### src/rtl/gpio_pkg.sv
package gpio_pkg;
  localparam int ADDR_W = 3;

  typedef enum logic [ADDR_W-1:0] {
    A_LATCH  = 3'd0,
    A_SET    = 3'd1,
    A_CLR    = 3'd2,
    A_DIR    = 3'd3,
    A_ODRAIN = 3'd4,
    A_PIN    = 3'd5,
    A_PERIPH = 3'd6,
    A_RSVD   = 3'd7
  } reg_addr_e;
endpackage

### src/rtl/gpio_regs.sv
module gpio_regs
  import gpio_pkg::*;
#(
  parameter int          W    = 16,
  parameter logic [W-1:0] MASK = '1
) (
  input  logic              clk,
  input  logic              rst_n,
  input  logic              wr,
  input  logic [ADDR_W-1:0] addr,
  input  logic [W-1:0]      wdata,
  output logic [W-1:0]      latch_q,
  output logic [W-1:0]      dir_q,
  output logic [W-1:0]      od_q,
  output logic [W-1:0]      alt_q
);
  logic [W-1:0] wmask;
  assign wmask = wdata & MASK;

  always_ff @(posedge clk) begin
    if (!rst_n) begin
      latch_q <= '0;
      dir_q   <= '0;
      od_q    <= '0;
      alt_q   <= '0;
    end else if (wr) begin
      case (reg_addr_e'(addr))
        A_LATCH:  latch_q <= wmask;
        A_SET:    latch_q <= latch_q | wmask;
        A_CLR:    latch_q <= latch_q & ~wmask;
        A_DIR:    dir_q   <= wmask;
        A_ODRAIN: od_q    <= wmask;
        A_PERIPH: alt_q   <= wmask;
        default:  ;
      endcase
    end
  end

  assert_set_bits_R6: assert property (@(posedge clk) disable iff (!rst_n)
    (wr && addr == A_SET) |=> latch_q == (($past(latch_q) | $past(wdata)) & MASK));

  assert_clr_bits_R6: assert property (@(posedge clk) disable iff (!rst_n)
    (wr && addr == A_CLR) |=> latch_q == ($past(latch_q) & ~$past(wdata)));

  assert_rsvd_state_R5: assert property (@(posedge clk) disable iff (!rst_n)
    ((latch_q | dir_q | od_q | alt_q) & ~MASK) == '0);

  assert_rsvd_addr_R5: assert property (@(posedge clk) disable iff (!rst_n)
    (wr && addr == A_RSVD) |=> $stable(latch_q) && $stable(dir_q) && $stable(od_q) && $stable(alt_q));
endmodule

### src/rtl/gpio_sync.sv
module gpio_sync #(
  parameter int           W      = 16,
  parameter int           STAGES = 2,
  parameter logic [W-1:0] MASK   = '1
) (
  input  logic         clk,
  input  logic         rst_n,
  input  logic [W-1:0] pad_in,
  output logic [W-1:0] pin_q
);
  logic [W-1:0] stg [STAGES];

  for (genvar s = 0; s < STAGES; s++) begin : g_stage
    if (s == 0) begin : g_first
      always_ff @(posedge clk) begin
        if (!rst_n) stg[s] <= '0;
        else        stg[s] <= pad_in & MASK;
      end
    end else begin : g_next
      always_ff @(posedge clk) begin
        if (!rst_n) stg[s] <= '0;
        else        stg[s] <= stg[s-1];
      end
    end
  end

  assign pin_q = stg[STAGES-1];
endmodule

### src/rtl/gpio_drive.sv
module gpio_drive #(
  parameter int           W    = 16,
  parameter logic [W-1:0] MASK = '1
) (
  input  logic         clk,
  input  logic         rst_n,
  input  logic [W-1:0] latch_q,
  input  logic [W-1:0] dir_q,
  input  logic [W-1:0] od_q,
  input  logic [W-1:0] alt_q,
  input  logic [W-1:0] alt_out,
  input  logic [W-1:0] alt_oe,
  output logic [W-1:0] pad_out,
  output logic [W-1:0] pad_oe
);
  for (genvar i = 0; i < W; i++) begin : g_pin
    if (MASK[i]) begin : g_impl
      always_comb begin
        if (alt_q[i]) begin
          pad_out[i] = alt_out[i];
          pad_oe[i]  = alt_oe[i];
        end else if (od_q[i]) begin
          pad_out[i] = 1'b0;
          pad_oe[i]  = dir_q[i] & ~latch_q[i];
        end else begin
          pad_out[i] = latch_q[i];
          pad_oe[i]  = dir_q[i];
        end
      end
    end else begin : g_rsvd
      assign pad_out[i] = 1'b0;
      assign pad_oe[i]  = 1'b0;
    end
  end

  assert_input_hiz_R2: assert property (@(posedge clk) disable iff (!rst_n)
    (~dir_q & ~alt_q & pad_oe) == '0);

  assert_od_no_high_R3: assert property (@(posedge clk) disable iff (!rst_n)
    (od_q & ~alt_q & pad_out) == '0);

  assert_periph_pass_R8: assert property (@(posedge clk) disable iff (!rst_n)
    (((pad_oe ^ alt_oe) | (pad_out ^ alt_out)) & alt_q & MASK) == '0);
endmodule

### src/rtl/gpio_port.sv
module gpio_port
  import gpio_pkg::*;
#(
  parameter int           W           = 16,
  parameter int           SYNC_STAGES = 2,
  parameter logic [W-1:0] PIN_MASK    = 16'h3FFF
) (
  input  logic              clk,
  input  logic              rst_n,
  input  logic              reg_wr,
  input  logic [ADDR_W-1:0] reg_addr,
  input  logic [W-1:0]      reg_wdata,
  output logic [W-1:0]      reg_rdata,
  input  logic [W-1:0]      pad_in,
  output logic [W-1:0]      pad_out,
  output logic [W-1:0]      pad_oe,
  input  logic [W-1:0]      alt_out,
  input  logic [W-1:0]      alt_oe
);
  logic [W-1:0] latch_q, dir_q, od_q, alt_q, pin_q;

  gpio_regs #(.W(W), .MASK(PIN_MASK)) u_regs (
    .clk(clk), .rst_n(rst_n), .wr(reg_wr), .addr(reg_addr), .wdata(reg_wdata),
    .latch_q(latch_q), .dir_q(dir_q), .od_q(od_q), .alt_q(alt_q)
  );

  gpio_sync #(.W(W), .STAGES(SYNC_STAGES), .MASK(PIN_MASK)) u_sync (
    .clk(clk), .rst_n(rst_n), .pad_in(pad_in), .pin_q(pin_q)
  );

  gpio_drive #(.W(W), .MASK(PIN_MASK)) u_drive (
    .clk(clk), .rst_n(rst_n), .latch_q(latch_q), .dir_q(dir_q), .od_q(od_q),
    .alt_q(alt_q), .alt_out(alt_out), .alt_oe(alt_oe),
    .pad_out(pad_out), .pad_oe(pad_oe)
  );

  always_comb begin
    case (reg_addr_e'(reg_addr))
      A_LATCH:  reg_rdata = latch_q;
      A_DIR:    reg_rdata = dir_q;
      A_ODRAIN: reg_rdata = od_q;
      A_PIN:    reg_rdata = pin_q;
      A_PERIPH: reg_rdata = alt_q;
      default:  reg_rdata = '0;
    endcase
  end

  assert_reset_idle_R4: assert property (@(posedge clk)
    !rst_n |=> pad_oe == '0);

  assert_rsvd_read_R5: assert property (@(posedge clk) disable iff (!rst_n)
    (reg_addr == A_RSVD || reg_addr == A_SET || reg_addr == A_CLR) |-> reg_rdata == '0);

  assert_rsvd_pads_R5: assert property (@(posedge clk) disable iff (!rst_n)
    ((pad_oe | pad_out | reg_rdata) & ~PIN_MASK) == '0);
endmodule

### config.mk
export PLATFORM = sky130hd
export DESIGN_NAME = gpio_port
export DESIGN_NICKNAME = d
export VERILOG_FILES = /design/src/rtl/gpio_pkg.sv /design/src/rtl/gpio_regs.sv /design/src/rtl/gpio_sync.sv /design/src/rtl/gpio_drive.sv /design/src/rtl/gpio_port.sv
export SDC_FILE = /design/constraint.sdc
export NUM_CORES = 1
export LEC_CHECK = 0
export ABC_AREA = 1
export BUFFER_PORTS_ARGS = -buffer_cell sky130_fd_sc_hd__buf_2
export CAP_MARGIN = 20
export CORE_UTILIZATION = 48
export CTS_BUF_LIST = sky130_fd_sc_hd__clkbuf_8
export CTS_CLUSTER_DIAMETER = 40
export DETAILED_ROUTE_END_ITERATION = 16
export PLACE_DENSITY_LB_ADDON = 0.2
export SYNTH_ARGS = -nofsm -noshare
export SYNTH_HDL_FRONTEND = slang
export SYNTH_HIERARCHICAL = 1
export SYNTH_SLANG_ARGS = --single-unit
### constraint.sdc
create_clock -name clk -period 2.8 [get_ports clk]
set_clock_uncertainty 0.15 [all_clocks]
set_input_delay 0.28 -clock clk [delete_from_list [all_inputs] [get_ports clk]]
set_output_delay 0.28 -clock clk [all_outputs]
set_load 0.05 [all_outputs]
==> impl_metrics.tcl <==
set metrics [dict create \
    switchingPower_uw 830 \
    ant_nets 0 \
    clock_latency_ns 0.35 \
    diodes 0 \
    hold_viol 0 \
    synth_seq_area_share_pct 36.8 \
    cts_setup_buffers 0 \
    drv_slew 0 \
    clk_pin_slew_ns 0.09 \
    crit_type "primary input to output pin" \
    p_leak_nw 2.78 \
    yosysWarnings 6 \
    power_frac_seq_pct 48.1 \
    cts_inserted_buffers 9 \
    die-width_um 99.6 \
    max_freq_ghz 0.459 \
    cts.sinks 84 \
    grt.overflow.total 0 \
    dr.pass1.iters 5 \
    multiInputGateArea_mm2 0.00216 \
    synthArstFlopShare_pct 0 \
    yosysMostFrequentCell "nand2_1" \
    synth_top_area_share_pct 36.8 \
    port-buffer-count 103 \
    top_level_ports 118 \
    vias 4731 \
    hold_path_class "primary input to flip-flop" \
    syn2layout_area_growth_pct 17.4 \
    synthDistinctLibCells 23 \
    start_util_pct 49.5 \
    wl_per_cell_um 13.0 \
    avgSynthCellArea_um2 6.29 \
    p_int_mw 1.82 \
    maxSlewHeadroom_pct 23.4 \
    fin_nets 896 \
    synth-edff-count 0 \
    synth_fa_ha_area_share_pct 0 \
    drive_gt1_share_pct 16.8 \
    gr-usage-all-layers_pct 26.2 \
    worst_pin_slew_ns 1.14 \
    clk_path_buf_depth 2 \
    regArea_mm2 0.00168 \
    hold_buffers 14 \
    rsz0062_at_grt "no" \
    combPwrFrac_pct 17.8 \
    setup_viol 0 \
    grt_pass1_vias 4352 \
    power_frac_clock_pct 34.1 \
    routed_wirelength_mm 12.5 \
    htree_levels 3 \
    die_y_um 99.6 \
    crit_path_end_kind "output pin" \
    synthTopCellsByCount "nand2_1 (176), nor2_1 (132), inv_1 (107)" \
    synth.cell_area_mm2 0.00457 \
    placed_cells 930 \
    cp.arrival_ns 1.75 \
    synth_compound_area_share_pct 6.35 \
    fin_cells 960 \
    fillers 937 \
    crit_fanout 32 \
    yosys.area_share.xor_xnor_pct 0 \
    ir_drop_mv 0.211 \
    viasPerCell 4.93 \
    core-area_mm2 0.00924 \
    crit_required_ns 2.37 \
    setup_tns_ns 0 \
    yosys.area.top_type "dfxtp_1" \
    post-route-period-util_pct 77.8 \
    switching_share_pct 31.3 \
    synth_top_family_by_area "simple AND/OR/NAND/NOR gates" \
    grt_pass1_wl_mm 20.4 \
    ys.flop_type "dfxtp_1" \
    netlist_top_cells_area "dfxtp_1 (37%), nand2_1 (14%), nor2_1 (11%)" \
    gp_congestion 0.827 \
    cts_tree "done" \
    synthMuxAreaShare_pct 0 \
    yosys.area_share.simple_pct 39.6 \
    synth_cells 727 \
    synth-seq-cells 84 \
    drt_iter0_markers 193 \
    antenna_found_initial 0 \
    max_cap_viol_count 0 \
    start_kind "primary input" \
    grt_max_degree 85 \
    hpwl_mm 8.07 \
    cts_root_buf "clkbuf_8" \
    min_period_ns 2.18 \
    status "completed" \
    pwr_density_cell_mw_per_mm2 495 \
    drc 0 \
    num_rows 35 \
    die_area_mm2 0.00992 \
    cts-resized-gates 0 \
]
## worst paths after layout
kind	from	endpoint	slack, ns	depth (start not counted)
setup / recovery	reg_addr[0]	reg_rdata[10]	0.62	8
hold / removal	reg_wdata[10]	u_regs/alt_q[10]	0.06	3
setup reg to reg	u_regs/latch_q[7]	u_regs/latch_q[7]	1.90	4
hold reg to reg	u_sync/stg[0][13]	u_sync/stg[1][13]	0.27	2
## power groups by stage
stage | clock network (mW) | logic (mW) | registers, mW
floorplan | 0 | 0.347 | 1.30
global placement | 0 | 0.443 | 1.30
detailed placement | 0 | 0.450 | 1.31
CTS | 0.922 | 0.467 | 1.28
global route | 0.967 | 0.515 | 1.29
finish | 0.905 | 0.471 | 1.28
## cells by family after synthesis
logic type,after synthesis
AO/OA/AOI/OAI,58
buffers and inverters,162
AND/OR/NAND/NOR,420
other,3
flip-flops,84
## final cells by class
class	count	area share [%]
multi-input combinational	492	40.2
sequential	84	31.3
timing repair buffer	126	13.7
inverter	113	7.90
tap	129	3.01
clock buffer	10	2.56
clock inverter	6	1.35
## worst max-delay path, cell delays in order
cell and delay, ns:
buf_2 0.21, buf_4 0.24, nor2_8 0.39, nand3_1 0.11, o21ai_0 0.10, inv_1 0.06, nand2_1 0.09, buf_2 0.26
## stage by stage
stage / power (mW) / setup WS, ns / instance area, µm² / hold slack [ns] / util, %
after global placement: 1.75 / 0.663 / 5020 / 0.250 / 54.3
final: 2.66 / 0.622 / 5370 / 0.0602 / 58.1
after CTS: 2.67 / 0.623 / 5370 / 0.0454 / 58.1
after global routing: 2.77 / 0.461 / 5370 / 0.0759 / 58.1
after detailed placement: 1.76 / 0.564 / 5020 / 0.252 / 54.3
after floorplan: 1.64 / 1.19 / 4610 / 0.223 / -
## flip-flops by register name (all words and copies together), names as in the netlist
signal / count
u_regs/dir_q: 14
u_regs/alt_q: 14
u_regs/od_q: 14
u_regs/latch_q: 14
u_sync/stg: 28
## cell usage in the layout, fill, tap and decap left out, types with 2 or more instances in the layout
cell | synthesis | layout
inv_1 | 107 | 107
clkbuf_8 | 0 | 10
nand3b_1 | 14 | 14
nand2_1 | 176 | 176
nor2_1 | 132 | 132
nand4_1 | 16 | 16
buf_4 | 17 | 8
conb_1 | 3 | 14
buf_2 | 9 | 103
o21ai_1 | 2 | 2
clkinv_4 | 0 | 3
inv_2 | 6 | 6
nand3_1 | 76 | 76
o21ai_0 | 56 | 56
dfxtp_1 | 84 | 84
dlygate4sd3_1 | 0 | 14
## per-layer routing
| layer | vias to the layer above | global-route usage, % | part of all wire, % |
|---|---|---|---|
| met3 | 23 | 3.51 | 6.5 |
| met5 | - | 0 | 0 |
| met4 | 0 | 10.1 | 1.9 |
| met2 | 182 | 48.3 | 49 |
| li1 | 2397 | - | - |
| met1 | 2129 | 30.8 | 42 |
Power figures use the tool's default switching activity.
